[config.mk]
export PLATFORM = sky130hd
export DESIGN_NAME = cfg_spi_master
export DESIGN_NICKNAME = d
export VERILOG_FILES = /design/src/rtl/cfg_spi_pkg.sv /design/src/rtl/cfg_spi_tick.sv /design/src/rtl/cfg_spi_frame.sv /design/src/rtl/cfg_spi_engine.sv /design/src/rtl/cfg_spi_master.sv
export SDC_FILE = /design/constraint.sdc
export NUM_CORES = 1
export LEC_CHECK = 0
export ABC_AREA = 1
export BUFFER_PORTS_ARGS = -buffer_cell sky130_fd_sc_hd__buf_4
export CAP_MARGIN = 5
export CORE_UTILIZATION = 52
export CTS_CLUSTER_DIAMETER = 30
export DETAILED_ROUTE_END_ITERATION = 16
export PLACE_DENSITY = 0.77
export SLEW_MARGIN = 10
export SYNTH_ARGS = -nofsm -noshare
export SYNTH_HDL_FRONTEND = slang
export SYNTH_HIERARCHICAL = 1
export SYNTH_SLANG_ARGS = --single-unit
export TNS_END_PERCENT = 10
[constraint.sdc]
create_clock -name clk -period 2.6 [get_ports clk]
set_input_delay 0.39 -clock clk [delete_from_list [all_inputs] [get_ports clk]]
set_output_delay 0.39 -clock clk [all_outputs]
set_load 0.05 [all_outputs]
[src/rtl/cfg_spi_pkg.sv]
package cfg_spi_pkg;

    typedef enum logic [1:0] {
        PH_IDLE  = 2'd0,
        PH_SHIFT = 2'd1,
        PH_TAIL  = 2'd2,
        PH_GAP   = 2'd3
    } phase_e;

    localparam int unsigned NUM_DEV = 2;

endpackage

[src/rtl/cfg_spi_tick.sv]
module cfg_spi_tick #(
    parameter int DIV_W = 8
) (
    input  logic             clk,
    input  logic             rst_n,
    input  logic             run_i,
    input  logic [DIV_W-1:0] half_i,
    output logic             tick_o
);

    typedef struct packed {
        logic [DIV_W-1:0] cnt;
    } tick_st_t;

    tick_st_t cur_q, nxt_d;
    logic [DIV_W-1:0] lim;

    always_comb begin
        nxt_d  = cur_q;
        lim    = (half_i == '0) ? '0 : half_i - 1'b1;
        tick_o = run_i && (cur_q.cnt == lim);
        if (!run_i || tick_o) begin
            nxt_d.cnt = '0;
        end else begin
            nxt_d.cnt = cur_q.cnt + 1'b1;
        end
    end

    always_ff @(posedge clk or negedge rst_n) begin
        if (!rst_n) begin
            cur_q <= '0;
        end else begin
            cur_q <= nxt_d;
        end
    end

endmodule

[src/rtl/cfg_spi_frame.sv]
module cfg_spi_frame #(
    parameter int HOST_AW = 16,
    parameter int DATA_W  = 8,
    parameter int AW_CNV  = 14,
    parameter int AW_CLK  = 13,
    localparam int AW_MAX  = (AW_CNV > AW_CLK) ? AW_CNV : AW_CLK,
    localparam int FRAME_W = 1 + AW_MAX + DATA_W
) (
    input  logic               dev_i,
    input  logic               rd_i,
    input  logic [HOST_AW-1:0] addr_i,
    input  logic [DATA_W-1:0]  wdata_i,
    output logic [FRAME_W-1:0] frame_o
);

    logic [AW_MAX-1:0] afield;

    // address field: each bit either passes, is masked by device, or is pad
    for (genvar g = 0; g < AW_MAX; g++) begin : g_abit
        if (g < AW_CNV && g < AW_CLK) begin : g_both
            assign afield[g] = addr_i[g];
        end else if (g < AW_CNV) begin : g_cnv_only
            assign afield[g] = ~dev_i & addr_i[g];
        end else if (g < AW_CLK) begin : g_clk_only
            assign afield[g] = dev_i & addr_i[g];
        end else begin : g_pad
            assign afield[g] = 1'b0;
        end
    end

    if (HOST_AW > AW_MAX) begin : g_hi
        logic unused_hi_addr;
        assign unused_hi_addr = ^addr_i[HOST_AW-1:AW_MAX];
    end

    assign frame_o = {rd_i, afield, (rd_i ? {DATA_W{1'b0}} : wdata_i)};

endmodule

[src/rtl/cfg_spi_engine.sv]
module cfg_spi_engine
    import cfg_spi_pkg::*;
#(
    parameter int FRAME_W = 23,
    parameter int DATA_W  = 8
) (
    input  logic               clk,
    input  logic               rst_n,
    input  logic               tick_i,
    input  logic               start_i,
    input  logic [FRAME_W-1:0] frame_i,
    input  logic               dev_i,
    input  logic               rd_i,
    input  logic               four_wire_i,
    input  logic               sdio_i,
    input  logic               miso_i,
    output logic               busy_o,
    output logic               sclk_o,
    output logic [NUM_DEV-1:0] cs_n_o,
    output logic               sdio_o,
    output logic               oe_o,
    output logic               done_o,
    output logic [DATA_W-1:0]  rdata_o
);

    localparam int IDX_W = $clog2(FRAME_W);
    localparam logic [IDX_W-1:0] LAST_IDX = IDX_W'(FRAME_W - 1);
    localparam logic [IDX_W-1:0] DATA_IDX = IDX_W'(DATA_W);

    typedef struct packed {
        phase_e             st;
        logic [FRAME_W-1:0] shreg;
        logic [IDX_W-1:0]   bidx;
        logic [DATA_W-1:0]  rx;
        logic               rd;
        logic               four;
        logic               sclk;
        logic               oe;
        logic               gap;
        logic               done;
        logic [NUM_DEV-1:0] cs_n;
    } eng_st_t;

    eng_st_t cur_q, nxt_d;
    logic    rx_bit;

    always_comb begin
        nxt_d      = cur_q;
        nxt_d.done = 1'b0;
        rx_bit     = cur_q.four ? miso_i : sdio_i;
        unique case (cur_q.st)
            PH_IDLE: begin
                if (start_i) begin
                    nxt_d.st    = PH_SHIFT;
                    nxt_d.shreg = frame_i;
                    nxt_d.rd    = rd_i;
                    nxt_d.four  = four_wire_i;
                    nxt_d.rx    = '0;
                    nxt_d.bidx  = LAST_IDX;
                    nxt_d.sclk  = 1'b0;
                    nxt_d.oe    = 1'b1;
                    nxt_d.gap   = 1'b0;
                    nxt_d.cs_n  = '1;
                    nxt_d.cs_n[dev_i] = 1'b0;
                end
            end
            PH_SHIFT: begin
                if (tick_i) begin
                    if (!cur_q.sclk) begin
                        nxt_d.sclk = 1'b1;
                        if (cur_q.rd && (cur_q.bidx < DATA_IDX)) begin
                            nxt_d.rx = {cur_q.rx[DATA_W-2:0], rx_bit};
                        end
                    end else begin
                        nxt_d.sclk  = 1'b0;
                        nxt_d.shreg = cur_q.shreg << 1;
                        if (cur_q.bidx == '0) begin
                            nxt_d.st = PH_TAIL;
                            nxt_d.oe = 1'b1;
                        end else begin
                            nxt_d.bidx = cur_q.bidx - 1'b1;
                            nxt_d.oe   = !(cur_q.rd && ((cur_q.bidx - 1'b1) < DATA_IDX));
                        end
                    end
                end
            end
            PH_TAIL: begin
                if (tick_i) begin
                    nxt_d.st   = PH_GAP;
                    nxt_d.cs_n = '1;
                    nxt_d.gap  = 1'b0;
                end
            end
            PH_GAP: begin
                if (tick_i) begin
                    if (!cur_q.gap) begin
                        nxt_d.gap = 1'b1;
                    end else begin
                        nxt_d.st   = PH_IDLE;
                        nxt_d.done = 1'b1;
                    end
                end
            end
            default: nxt_d.st = PH_IDLE;
        endcase
    end

    always_ff @(posedge clk or negedge rst_n) begin
        if (!rst_n) begin
            cur_q      <= '0;
            cur_q.st   <= PH_IDLE;
            cur_q.oe   <= 1'b1;
            cur_q.cs_n <= '1;
        end else begin
            cur_q <= nxt_d;
        end
    end

    assign busy_o  = (cur_q.st != PH_IDLE);
    assign sclk_o  = cur_q.sclk;
    assign cs_n_o  = cur_q.cs_n;
    assign oe_o    = cur_q.oe;
    assign sdio_o  = cur_q.oe & cur_q.shreg[FRAME_W-1];
    assign done_o  = cur_q.done;
    assign rdata_o = cur_q.rx;

    // never two enables low together
    a_r1_single_enable: assert property (@(posedge clk) disable iff (!rst_n)
        $countones(~cur_q.cs_n) <= 1)
        else $error("a_r1_single_enable");

    // line released only inside the data field of a read
    a_r6_release_in_read: assert property (@(posedge clk) disable iff (!rst_n)
        !cur_q.oe |-> (cur_q.rd && cur_q.st == PH_SHIFT && cur_q.bidx < DATA_IDX))
        else $error("a_r6_release_in_read");

    // serial clock moves only on a divider tick
    a_r4_edge_on_tick: assert property (@(posedge clk) disable iff (!rst_n)
        (cur_q.st != PH_IDLE && !tick_i) |=> $stable(cur_q.sclk))
        else $error("a_r4_edge_on_tick");

    // data held through the high half
    a_r4_hold_high: assert property (@(posedge clk) disable iff (!rst_n)
        (cur_q.sclk && !tick_i) |=> $stable(sdio_o))
        else $error("a_r4_hold_high");

    // idle pin levels
    a_r5_idle_quiet: assert property (@(posedge clk) disable iff (!rst_n)
        (cur_q.st == PH_IDLE) |-> (cur_q.cs_n == '1 && !cur_q.sclk && cur_q.oe))
        else $error("a_r5_idle_quiet");

    // completion is a single-cycle pulse
    a_r8_done_pulse: assert property (@(posedge clk) disable iff (!rst_n)
        cur_q.done |=> !cur_q.done)
        else $error("a_r8_done_pulse");

endmodule

[src/rtl/cfg_spi_master.sv]
module cfg_spi_master
    import cfg_spi_pkg::*;
#(
    parameter int DIV_W   = 8,
    parameter int HOST_AW = 16,
    parameter int DATA_W  = 8,
    parameter int AW_CNV  = 14,
    parameter int AW_CLK  = 13
) (
    input  logic               clk,
    input  logic               rst_n,
    input  logic               req_valid_i,
    output logic               req_ready_o,
    input  logic               req_dev_i,
    input  logic               req_rd_i,
    input  logic [HOST_AW-1:0] req_addr_i,
    input  logic [DATA_W-1:0]  req_wdata_i,
    input  logic               four_wire_i,
    input  logic [DIV_W-1:0]   half_div_i,
    output logic               done_o,
    output logic [DATA_W-1:0]  rdata_o,
    output logic               sclk_o,
    output logic               cs_cnv_n_o,
    output logic               cs_clk_n_o,
    output logic               sdio_o,
    output logic               sdio_oe_o,
    input  logic               sdio_i,
    input  logic               miso_i,
    output logic               dir_o
);

    localparam int AW_MAX  = (AW_CNV > AW_CLK) ? AW_CNV : AW_CLK;
    localparam int FRAME_W = 1 + AW_MAX + DATA_W;

    typedef struct packed {
        logic [DIV_W-1:0] half;
    } top_st_t;

    top_st_t cur_q, nxt_d;
    logic               busy;
    logic               start;
    logic               tick;
    logic               oe;
    logic [NUM_DEV-1:0] cs_n;
    logic [FRAME_W-1:0] frame;

    assign start       = req_valid_i && !busy;
    assign req_ready_o = !busy;

    always_comb begin
        nxt_d = cur_q;
        if (start) begin
            nxt_d.half = half_div_i;
        end
    end

    always_ff @(posedge clk or negedge rst_n) begin
        if (!rst_n) begin
            cur_q <= '0;
        end else begin
            cur_q <= nxt_d;
        end
    end

    cfg_spi_tick #(.DIV_W(DIV_W)) u_tick (
        .clk    (clk),
        .rst_n  (rst_n),
        .run_i  (busy),
        .half_i (cur_q.half),
        .tick_o (tick)
    );

    cfg_spi_frame #(
        .HOST_AW (HOST_AW),
        .DATA_W  (DATA_W),
        .AW_CNV  (AW_CNV),
        .AW_CLK  (AW_CLK)
    ) u_frame (
        .dev_i   (req_dev_i),
        .rd_i    (req_rd_i),
        .addr_i  (req_addr_i),
        .wdata_i (req_wdata_i),
        .frame_o (frame)
    );

    cfg_spi_engine #(
        .FRAME_W (FRAME_W),
        .DATA_W  (DATA_W)
    ) u_engine (
        .clk         (clk),
        .rst_n       (rst_n),
        .tick_i      (tick),
        .start_i     (start),
        .frame_i     (frame),
        .dev_i       (req_dev_i),
        .rd_i        (req_rd_i),
        .four_wire_i (four_wire_i),
        .sdio_i      (sdio_i),
        .miso_i      (miso_i),
        .busy_o      (busy),
        .sclk_o      (sclk_o),
        .cs_n_o      (cs_n),
        .sdio_o      (sdio_o),
        .oe_o        (oe),
        .done_o      (done_o),
        .rdata_o     (rdata_o)
    );

    assign cs_cnv_n_o = cs_n[0];
    assign cs_clk_n_o = cs_n[1];
    assign sdio_oe_o  = oe;
    assign dir_o      = oe;

    // no request can be taken while a slave is enabled
    a_r9_ready_low_in_frame: assert property (@(posedge clk) disable iff (!rst_n)
        (!cs_cnv_n_o || !cs_clk_n_o) |-> !req_ready_o)
        else $error("a_r9_ready_low_in_frame");

endmodule

==> Word-level counts from Yosys, hierarchy flattened <==
Index checks and enable logic that the tools add are counted.
{ "word_totals": {"ff_bits": 62, "in_bits": 40, "out_inout_bits": 16} }
{ "classes": {"addsub": 3, "magnitude_cmp": 4, "n_eq_ne": 14, "muxes": 30, "bitwise_logic": 4, "reduce_logical": 23} }
{ "ops": {"columns": ["op", "n"], "rows": [
  ["$pmux 36 s2", 1],
  ["$mux 43", 1],
  ["$mux 8", 5],
  ["$mux 38", 1],
  ["$mux 30", 1],
  ["$mux 2", 7],
  ["$ne 2x2->1 const B", 6],
  ["$lt 5x4->1 const B", 2],
  ["$reduce_and 5->1", 2],
  ["$add 8x1->8 const B", 1],
  ["$eq 8x8->1", 1],
  ["$logic_not 8->1", 1],
  ["$mux 1", 8],
  ["$ne 2x1->1 const B", 4],
  ["$pmux 2 s2", 2],
  ["$pmux 2 s4", 1],
  ["$reduce_and 4->1", 2],
  ["$sub 8x1->8 const B", 1],
  ["$reduce_and 7->1", 1],
  ["$reduce_and 3->1", 2],
  ["$reduce_bool 2->1", 3],
  ["$logic_and 1x1->1", 5],
  ["$logic_not 5->1", 1],
  ["$mux 5", 1],
  ["15 further kinds", 18]
]} }

==> Longest topological paths before layout <==
Gate-level depths: netlist of run 1.
{ "logic_depth": {"word_depth": 8, "mapped_depth": 19, "depth_no_buf": 19} }

==> By module <==
Netlist of run 1, hierarchy kept.
{ "modules_own_cells": {"columns": ["mod", "n_inst", "cells_each", "area_each_um2", "seq_area_each_um2"], "rows": [
  ["cfg_spi_engine", 1, 266, 2311.0, 1154.9],
  ["cfg_spi_tick", 1, 116, 782.0, 200.2],
  ["cfg_spi_master", 1, 37, 349.1, 200.2],
  ["cfg_spi_frame", 1, 33, 183.9, 0.0]
]} }

==> Worst setup path before layout of run 1 <==
Ideal clock, no wire load.
{ "synth_timing": {"path_kind": "reg-to-reg", "from": "reg, netlist name cur_q[0]", "to": "reg u_engine/cur_q[37] (netlist name)", "t_arrival_ns": 2.391, "path_slack_ns": 0.075, "path_stages_with_launch": 20, "period_less_slack_ns": 2.525, "path_cell_list": "dfrtp_1 -> inv_1 -> ha_1 -> nand2_1 -> nor2_2 -> nand2_2 -> nand3_2 -> nand2_1 -> nand2_1 -> nand2_1 -> nor2_2 -> nand2_2 -> nor2_1 -> inv_1 -> o21ai_1 -> nand2_2 -> buf_6 -> buf_6 -> nand2_1 -> o21ai_0"} }
{ "synth_rtl": {"columns": ["element", "line", "rtl"], "rows": [
  ["to (signal assigned)", "cfg_spi_engine.sv:115", "cur_q <= nxt_d;"],
  ["to (decl)", "cfg_spi_engine.sv:44", "eng_st_t cur_q, nxt_d;"]
]} }

==> flow_metrics.tcl, run 1 <==
set metrics [dict create \
    p_int_mw 2.62 \
    swShare_pct 45.8 \
    clockRootBuffer "clkbuf_8" \
    multi_input_area_um2 1620 \
    tightest_slew_ns 0.781 \
    start_util_pct 53.7 \
    dr_wl_met3_um 203 \
    ys_types 35 \
    dieArea_um2 7310 \
    grt_max_degree 63 \
    overflow 0 \
    wl_met2_mm 3.49 \
    topRoutingLayerUsed "met4" \
    yosysWarnings 6 \
    drive_gt1_share_pct 24.5 \
    synth_compound_area_share_pct 12.6 \
    rows 30 \
    postRouteAntennaNets 0 \
    drt_iter0_drc 176 \
    report.final.slew_viol_count 0 \
    routed_via_density 5.18 \
    end_kind "register" \
    num-fill-cells 588 \
    ctsHoldBuffers 0 \
    die_w_um 85.5 \
    synth_edf_count 0 \
    diodes 0 \
    grt_pass1_vias 2863 \
    cts_sinks 62 \
    synth_fp_nets 500 \
    synth.avg_cell_area_um2 8.02 \
    fin_worst_skew_ns 0.0149 \
    min_period_over_period_pct 93.8 \
    synth_area_um2 3630 \
    dieHeight_um 85.5 \
    final_hold_viol_count 0 \
    worstPathArrival_ns 2.69 \
    wire_per_inst_um 12.2 \
    cts_buffers 9 \
    ios 56 \
    core_area_um2 6760 \
    placed_area_um2 3910 \
    antenna_found_initial 0 \
    finalSetupViolCount 0 \
    drcViolationCount 0 \
    seq_area_frac_synth_pct 42.9 \
    area_growth_pct 15.0 \
    combPwrFrac_pct 49.8 \
    synth_fa_ha_area_share_pct 2.76 \
    fin_util_pct 61.7 \
    drv_cap 0 \
    clk_latency_ns 0.34 \
    status "finished, final reports clean" \
    grt_pass1_wl_mm 12.4 \
    powerDensity_nw_per_um2 1160 \
    ys_seq_elements 62 \
    clockBufferDepth 2 \
    yosys.area_share.simple_pct 27.0 \
    synthFlopType "dfrtp_1" \
    cellLeakagePower_nw 2.05 \
    p_clk_share_pct 18.0 \
    muxShareOfSynthArea_pct 0 \
    power_switching_mw 2.22 \
    layout_common_cells "nand2_1 (105), buf_4 (62), dfrtp_1 (59)" \
    track_usage_pct 21.1 \
    place_congestion 0.808 \
    synthCells 452 \
    synthXorXnorAreaFrac_pct 1.69 \
    final_common_cell "nand2_1" \
    timing.final.crit_period_ns 2.44 \
    synth_top_family_by_area "simple AND/OR/NAND/NOR gates" \
    finalNetCount 536 \
    peakVddDrop_mv 0.485 \
    routed-via-count 2966 \
    pwr-share-seq_pct 32.2 \
    firstDrtPassIters 5 \
    slew_headroom_pct 47.9 \
    fmax_mhz 410 \
    cts_tree "built" \
    total_power_mw 4.84 \
    port_buffers 53 \
    cp_max_fo 7 \
    clk_pin_slew_worst_paths_ns 0.08 \
    min_path_type "in2async" \
    dpl.hpwl_mm 4.94 \
    finalInstanceArea_um2 4170 \
    path_class "reg2reg" \
    drt-met1-wl_mm 3.25 \
    async_flop_share_pct 100 \
    cts-htree-levels 3 \
    critPathRequiredTime_ns 2.85 \
    regArea_um2 1560 \
    startpoint_type "register" \
    wl_mm 7.01 \
]
final timing paths:
path | startpoint | to | slack, ns | cells after the start
min in group clk | req_dev_i | u_engine/cs_n_o[1] | 0.23 | 2
worst min-delay path | rst_n | u_engine/rdata_o[7] | 0.12 | 1
max in group asynchronous | rst_n | u_tick/cur_q[7] | 1.95 | 1
worst max-delay path | cur_q[0] | u_engine/cur_q[18] | 0.16 | 19
worst max register to register | cur_q[0] | u_engine/cur_q[18] | 0.16 | 19
worst min register to register | u_engine/cur_q[16] | u_engine/cur_q[16] | 0.48 | 1
power groups by stage:
stage | clock [mW] | sequential [mW] | combinational (mW)
final | 0.870 | 1.56 | 2.41
after global routing | 0.943 | 1.60 | 2.72
after CTS | 0.895 | 1.56 | 2.34
after detailed placement | 0 | 1.57 | 2.31
after global placement | 0 | 1.56 | 2.23
after floorplan | 0 | 1.57 | 1.83
critical path, stage by stage (launching register included):
cell and delay [ns]:
dfrtp_1 0.41, inv_2 0.09, ha_4 0.16, nand2_1 0.07, nor2_2 0.15, nand2_2 0.13
nand3_2 0.10, nand2_1 0.05, nand2_1 0.05, nand2_1 0.06, nor2_2 0.11, nand2_2 0.09
nor2_4 0.10, inv_1 0.08, o21ai_2 0.14, nand2_2 0.12, buf_4 0.18, nor2_8 0.10
inv_2 0.04, a22oi_1 0.14
flip-flops by register name, indices dropped and copies added, names as in the netlist:
name,flops
cur_q,8
u_engine/rdata_o,8
u_engine/done_o,1
u_engine/cur_q,33
u_engine/sclk_o,1
u_engine/cs_n_o,2
u_engine/oe_o,1
u_tick/cur_q,8
per-layer routing:
metal	up-vias	track usage (%)
met4	0	7.88
met2	47	35.7
met5	-	0
li1	1505	-
met3	9	4.43
met1	1405	26.8
cells by family (layout without fill, tap and decap cells):
logic type      after synthesis  after routing
compound gates               76             76
xor+xnor                      7              7
fa+ha+maj                     8              8
buf+inv                      90            131
flops                        62             62
simple gates                209            209
metrics by stage:
step	hold WS [ns]	setup slack (ns)	instances	TNS (ns)
finish	0.120	0.161	573	0
CTS	0.142	0.00513	570	0
global route	0.187	-0.00312	573	-0.00312
detailed placement	0.471	-0.0113	554	-0.0113
global placement	0.456	0.0704	554	0
floorplan	0.0944	0.0746	452	0
area by class of cell:
| class | instances | share of cell area, % |
|---|---|---|
| clock buffer | 10 | 3.30 |
| clock inverter | 6 | 1.68 |
| inverter | 52 | 4.74 |
| multi-input combinational | 300 | 38.9 |
| sequential | 62 | 37.3 |
| tap | 80 | 2.40 |
| timing repair buffer | 63 | 11.6 |
synth_stat cells, types with 2 or more instances:
cell	instances	area share [%]
nand2_1	105	11
dfrtp_1	59	41
inv_1	49	5.1
o21ai_0	36	5.0
nor2_1	33	3.4
nand3_1	32	4.4
buf_4	28	5.8
a22oi_1	24	5.0
nor2_2	15	2.6
ha_1	8	2.8
clkbuf_1	6	0.62
a21oi_1	5	0.69
nand2_2	5	0.86
nand4_1	5	0.86
o21ai_1	5	0.69
xor2_1	5	1.2
buf_6	4	1.2
dfstp_2	3	2.2
nor2_4	3	0.93
nor3_1	3	0.41
a31oi_1	2	0.35
inv_2	2	0.21
nand3_2	2	0.55
xnor2_1	2	0.48
what timing repair did:
item | 4_1_cts | 5_1_grt
pin swaps | 0 | 3
buffers inserted | 0 | 3
cloned | 0 | 0
endpoints found under the setup margin | 1 | 40
gates resized for setup | 1 | 6
(Power assumes the default switching activity.)
==> run 2: changes to the inputs <==
Settings changed: CELL_PAD_IN_SITES_DETAIL_PLACEMENT from default to 1, CELL_PAD_IN_SITES_GLOBAL_PLACEMENT from default to 2, CORE_UTILIZATION 52 to 30, CTS_CLUSTER_SIZE from default to 28, PLACE_DENSITY 0.77 to default, PLACE_DENSITY_LB_ADDON from default to 0.1.
==> flow_metrics.tcl, run 2 (synthesis gave the netlist of run 1 again) <==
set metrics [dict create \
    status "finished, final reports clean" \
    wl_mm 8.60 \
    overflow 0 \
    dp_slack_ns 0.0482 \
    wire_per_inst_um 13.4 \
    drt_iter0_drc 82 \
    clockRootBuffer "clkbuf_16" \
    cts_tree "built" \
    setup_ws_ns 0.250 \
    rows 39 \
    core_area_um2 11600 \
    p_clk_share_pct 23.3 \
    place_congestion 0.775 \
    cp_max_fo 7 \
    clk_pin_slew_worst_paths_ns 0.06 \
    combPwrFrac_pct 47.0 \
    min_path_type "in2async" \
    final_hold_viol_count 0 \
    path_class "reg2reg" \
    fin_util_pct 37.7 \
    fin_worst_skew_ns 0.00505 \
    end_kind "register" \
    num-fill-cells 1434 \
    fin_hold_ws_ns 0.156 \
    dpl.hpwl_mm 6.18 \
    timing.final.crit_period_ns 2.35 \
    layout_common_cells "nand2_1 (105), buf_4 (66), dfrtp_1 (59)" \
    drv_cap 0 \
    critPathRequiredTime_ns 2.85 \
    antenna_found_initial 0 \
    start_util_pct 31.2 \
    finalSetupViolCount 0 \
    finalInstanceArea_um2 4370 \
    die_w_um 112 \
    cts_buffers 9 \
    final_common_cell "nand2_1" \
    grt_pass1_vias 3155 \
    postRouteAntennaNets 0 \
    startpoint_type "register" \
    diodes 0 \
    cts_sinks 62 \
    drive_gt1_share_pct 24.9 \
    fmax_mhz 425 \
    ios 56 \
    report.final.slew_viol_count 0 \
    placed_area_um2 4020 \
    power_switching_mw 2.33 \
    grt_max_degree 63 \
    powerDensity_nw_per_um2 1210 \
    p_int_mw 2.94 \
    routed_via_density 4.64 \
    tightest_slew_ns 0.838 \
    pwr-share-seq_pct 29.7 \
    finalNetCount 541 \
    slew_headroom_pct 44.1 \
    clk_latency_ns 0.33 \
    area_growth_pct 20.6 \
    drcViolationCount 0 \
    routed-via-count 2977 \
    largest_reg_flops 33 \
    track_usage_pct 15.1 \
    dieArea_um2 12500 \
    port_buffers 53 \
    peakVddDrop_mv 0.376 \
    clockBufferDepth 2 \
    dieHeight_um 112 \
    min_period_over_period_pct 90.4 \
    worstPathArrival_ns 2.60 \
    grt_pass1_wl_mm 14.9 \
    total_power_mw 5.27 \
    cts-htree-levels 3 \
    cellLeakagePower_nw 2.13 \
    firstDrtPassIters 4 \
    swShare_pct 44.2 \
    top_register "u_engine/cur_q" \
]
## run 2: cell types whose count changed in the layout (fill, tap and decap cells not counted), sizes merged
cell,delta
buf,+5
clkinv,+2
clkinvlp,-2
## run 2: path summary, 6_finish.rpt
check / from / to / slack (ns) / depth (start not counted)
setup / recovery: cur_q[0] / u_engine/cur_q[17] / 0.25 / 19
hold / removal: rst_n / u_tick/cur_q[7] / 0.16 / 1
setup reg to reg: cur_q[0] / u_engine/cur_q[17] / 0.25 / 19
max in group asynchronous: rst_n / u_engine/cur_q[37] / 1.90 / 1
min in group clk: req_dev_i / u_engine/cs_n_o[1] / 0.23 / 2
hold reg to reg: u_engine/cur_q[16] / u_engine/cur_q[16] / 0.47 / 1
## run 2: power groups by stage
stage	Clock, mW	Sequential (mW)	Combinational, mW
floorplan	0	1.57	1.83
global placement	0	1.58	2.41
detailed placement	0	1.59	2.44
CTS	1.27	1.58	2.46
global route	1.32	1.62	2.79
finish	1.23	1.57	2.48
## run 2: final cells by class
| class | instances | area [µm²] | share of cell area [%] |
|---|---|---|---|
| repair buffers | 68 | 527 | 12.0 |
| flip-flops and latches | 62 | 1560 | 35.6 |
| inverters | 52 | 198 | 4.52 |
| multi-input cells | 300 | 1610 | 36.7 |
| clock buffers | 10 | 239 | 5.46 |
| well taps | 143 | 179 | 4.09 |
| clock inverters | 6 | 68.8 | 1.57 |
## run 2: critical path, stage by stage (launching register included)
cell,delay (ns)
dfrtp_1,0.39
inv_1,0.08
ha_1,0.16
nand2_1,0.07
nor2_2,0.15
nand2_2,0.13
nand3_2,0.10
nand2_1,0.05
nand2_1,0.05
nand2_1,0.06
nor2_2,0.12
nand2_2,0.08
nor2_4,0.09
inv_1,0.08
o21ai_2,0.12
nand2_2,0.10
buf_4,0.17
nor2_8,0.10
inv_2,0.04
a22oi_1,0.13
## run 2: what timing repair did
item	4_1_cts	5_1_grt
gates resized for setup	0	10
setup endpoints to repair	0	32
hold buffers	0	0
setup buffers	0	4
hold endpoints to repair	0	0
## run 2: through the flow
stage / instances / setup TNS (ns)
5_1_grt: 641 / -0.00856
3_5_place_dp: 621 / 0
3_3_place_gp: 621 / 0
2_1_floorplan: 452 / 0
6_report: 641 / 0
4_1_cts: 637 / 0
## run 2: routing by layer
metal / track usage (%) / vias to the layer above / share of wire [%]
met5: 0 / - / 0
met4: 5.60 / 0 / 1.4
met3: 3.76 / 10 / 2.4
met2: 25.4 / 28 / 50
met1: 18.8 / 1420 / 46
li1: - / 1519 / -
==> run 3: changes to the inputs <==
Settings changed: CORE_ASPECT_RATIO from default to 1.5.
==> flow_metrics.tcl, run 3 (synthesis gave the netlist of run 1 again) <==
set metrics [dict create \
    overflow 0 \
    num-fill-cells 1435 \
    powerDensity_nw_per_um2 1200 \
    clk_pin_slew_worst_paths_ns 0.05 \
    cp_cell_sequence "inv_1 > ha_2 > buf_4 > nand2_2 > nor2_4 > o21bai_1 > nand2_1 > nand3_1 > nor2_2 > nand2_2 > nor2_4 > inv_2 > o21ai_2 > nand2_2 > buf_6 > nor2_8 > inv_2 > a22oi_1" \
    routed-via-count 2991 \
    cp_slowest_cell "dfrtp_1" \
    dp_slack_ns 0.0164 \
    dpl.hpwl_mm 6.58 \
    cts-htree-levels 3 \
    finalSetupViolCount 0 \
    grt_pass1_vias 3220 \
    grt_max_degree 63 \
    core_area_um2 11700 \
    finalInstanceArea_um2 4360 \
    cellLeakagePower_nw 2.11 \
    clk_latency_ns 0.33 \
    report.final.slew_viol_count 0 \
    peakVddDrop_mv 0.430 \
    min_path_type "in2async" \
    drv_cap 0 \
    stdcell_count 643 \
    final_hold_viol_count 0 \
    cts_tree "built" \
    tightest_slew_ns 0.805 \
    combPwrFrac_pct 46.9 \
    rr_startpoint "cur_q[0]" \
    timing.final.crit_period_ns 2.36 \
    grt_pass1_wl_mm 15.3 \
    antenna_found_initial 0 \
    firstDrtPassIters 4 \
    end_kind "register" \
    status "finished, final reports clean" \
    port_buffers 53 \
    finalNetCount 536 \
    die_w_um 91.8 \
    area_growth_pct 20.3 \
    dieArea_um2 12500 \
    cts_sinks 62 \
    routed_via_density 4.65 \
    crit_top_cell "nand2_2" \
    largest_reg_flops 33 \
    wire_per_inst_um 13.6 \
    track_usage_pct 15.6 \
    regArea_um2 1560 \
    wl_mm 8.73 \
    fmax_mhz 424 \
    min_period_over_period_pct 90.7 \
    critPathLaunch "cur_q[0]" \
    drcViolationCount 0 \
    ios 56 \
    layout_common_cells "nand2_1 (104), buf_4 (61), dfrtp_1 (59)" \
    path_class "reg2reg" \
    drive_gt1_share_pct 24.5 \
    diodes 0 \
    p_int_mw 2.93 \
    place_congestion 0.731 \
    dieHeight_um 137 \
    cts_buffers 9 \
    drt_iter0_drc 55 \
    multi_input_area_um2 1640 \
    power_switching_mw 2.29 \
    rows 48 \
    final_common_cell "nand2_1" \
    top_register "u_engine/cur_q" \
    dp_cells 626 \
    placed_area_um2 4000 \
    cp_max_fo 5 \
    slew_headroom_pct 46.4 \
    worstPathArrival_ns 2.60 \
    critPathRequiredTime_ns 2.84 \
    rsz0062_at_grt "yes" \
    swShare_pct 43.9 \
    setup_ws_ns 0.242 \
    fin_worst_skew_ns 0.00831 \
    pwr-share-seq_pct 30.3 \
    p_clk_share_pct 22.9 \
    postRouteAntennaNets 0 \
    clockRootBuffer "clkbuf_16" \
    start_util_pct 31.1 \
    cpPeakStageDelay_ns 0.39 \
    clockBufferDepth 2 \
    startpoint_type "register" \
]
==> run 3: changes by cell type in the layout (fill, tap and decap cells not counted), moves of 2 or more <==
cell	change
o21ai_1	-3
buf_4	-5
nand3_2	+2
nor2_4	+2
clkinv_4	-2
nand3_1	-2
o21ai_0	+3
clkbuf_1	+4
==> run 3: path summary, 6_finish.rpt <==
path | slack, ns | endpoint | cells past startpoint
max in group asynchronous | 1.92 | u_engine/cur_q[20] | 1
min in group clk | 0.24 | u_engine/cs_n_o[1] | 2
worst min-delay path | 0.15 | cur_q[7] | 1
worst max register to register | 0.24 | u_engine/cur_q[18] | 18
worst max-delay path | 0.24 | u_engine/cur_q[18] | 18
worst min register to register | 0.46 | u_engine/cur_q[16] | 1
==> run 3: cell type report <==
type	count	share of cell area, %
multi-input cells	300	37.6
flip-flops and latches	62	35.7
repair buffers	63	11.1
clock buffers	15	6.14
inverters	52	4.53
well taps	150	4.30
clock inverters	1	0.688
==> run 3: power by group through the flow <==
stage                     clock, mW  combinational [mW]  sequential [mW]
final                          1.19                2.45             1.58
after global routing           1.28                2.79             1.63
after CTS                      1.24                2.41             1.59
after detailed placement          0                2.40             1.60
after global placement            0                2.35             1.58
after floorplan                   0                1.83             1.57
==> run 3: critical path, delay by kind of cell, from the launching register on <==
family	cells	cell delay (ns)
buffers and inverters	5	0.47
and+or+nand+nor	9	0.87
DFF	1	0.39
AOI/OAI and AO/OA	3	0.35
adders and majority gates	1	0.18
==> run 3: metal layers <==
| layer | up-vias | share of wire [%] | GRT usage [%] |
|---|---|---|---|
| met4 | 0 | 1.8 | 6.51 |
| met5 | - | 0 | 0 |
| met2 | 36 | 54 | 28.8 |
| met3 | 13 | 2.6 | 2.72 |
| met1 | 1437 | 41 | 17.5 |
| li1 | 1505 | - | - |
==> run 3: per-stage QoR <==
step,total power [mW],setup TNS (ns),utilization [%],hold slack (ns)
5_1_grt,5.70,-0.000965,37.4,0.222
6_report,5.22,0,37.4,0.145
3_3_place_gp,3.94,0,34.3,0.451
2_1_floorplan,3.40,0,-,0.0944
3_5_place_dp,4.00,0,34.3,0.462
4_1_cts,5.24,0,36.9,0.189
==> run 3: repair_timing <==
item / in CTS / in global routing
pin swaps: 0 / 4
endpoints found under the setup margin: 1 / 32
buffers inserted: 0 / 1
gates cloned: 0 / 0
hold buffers: 0 / 0
resized for setup: 1 / 17
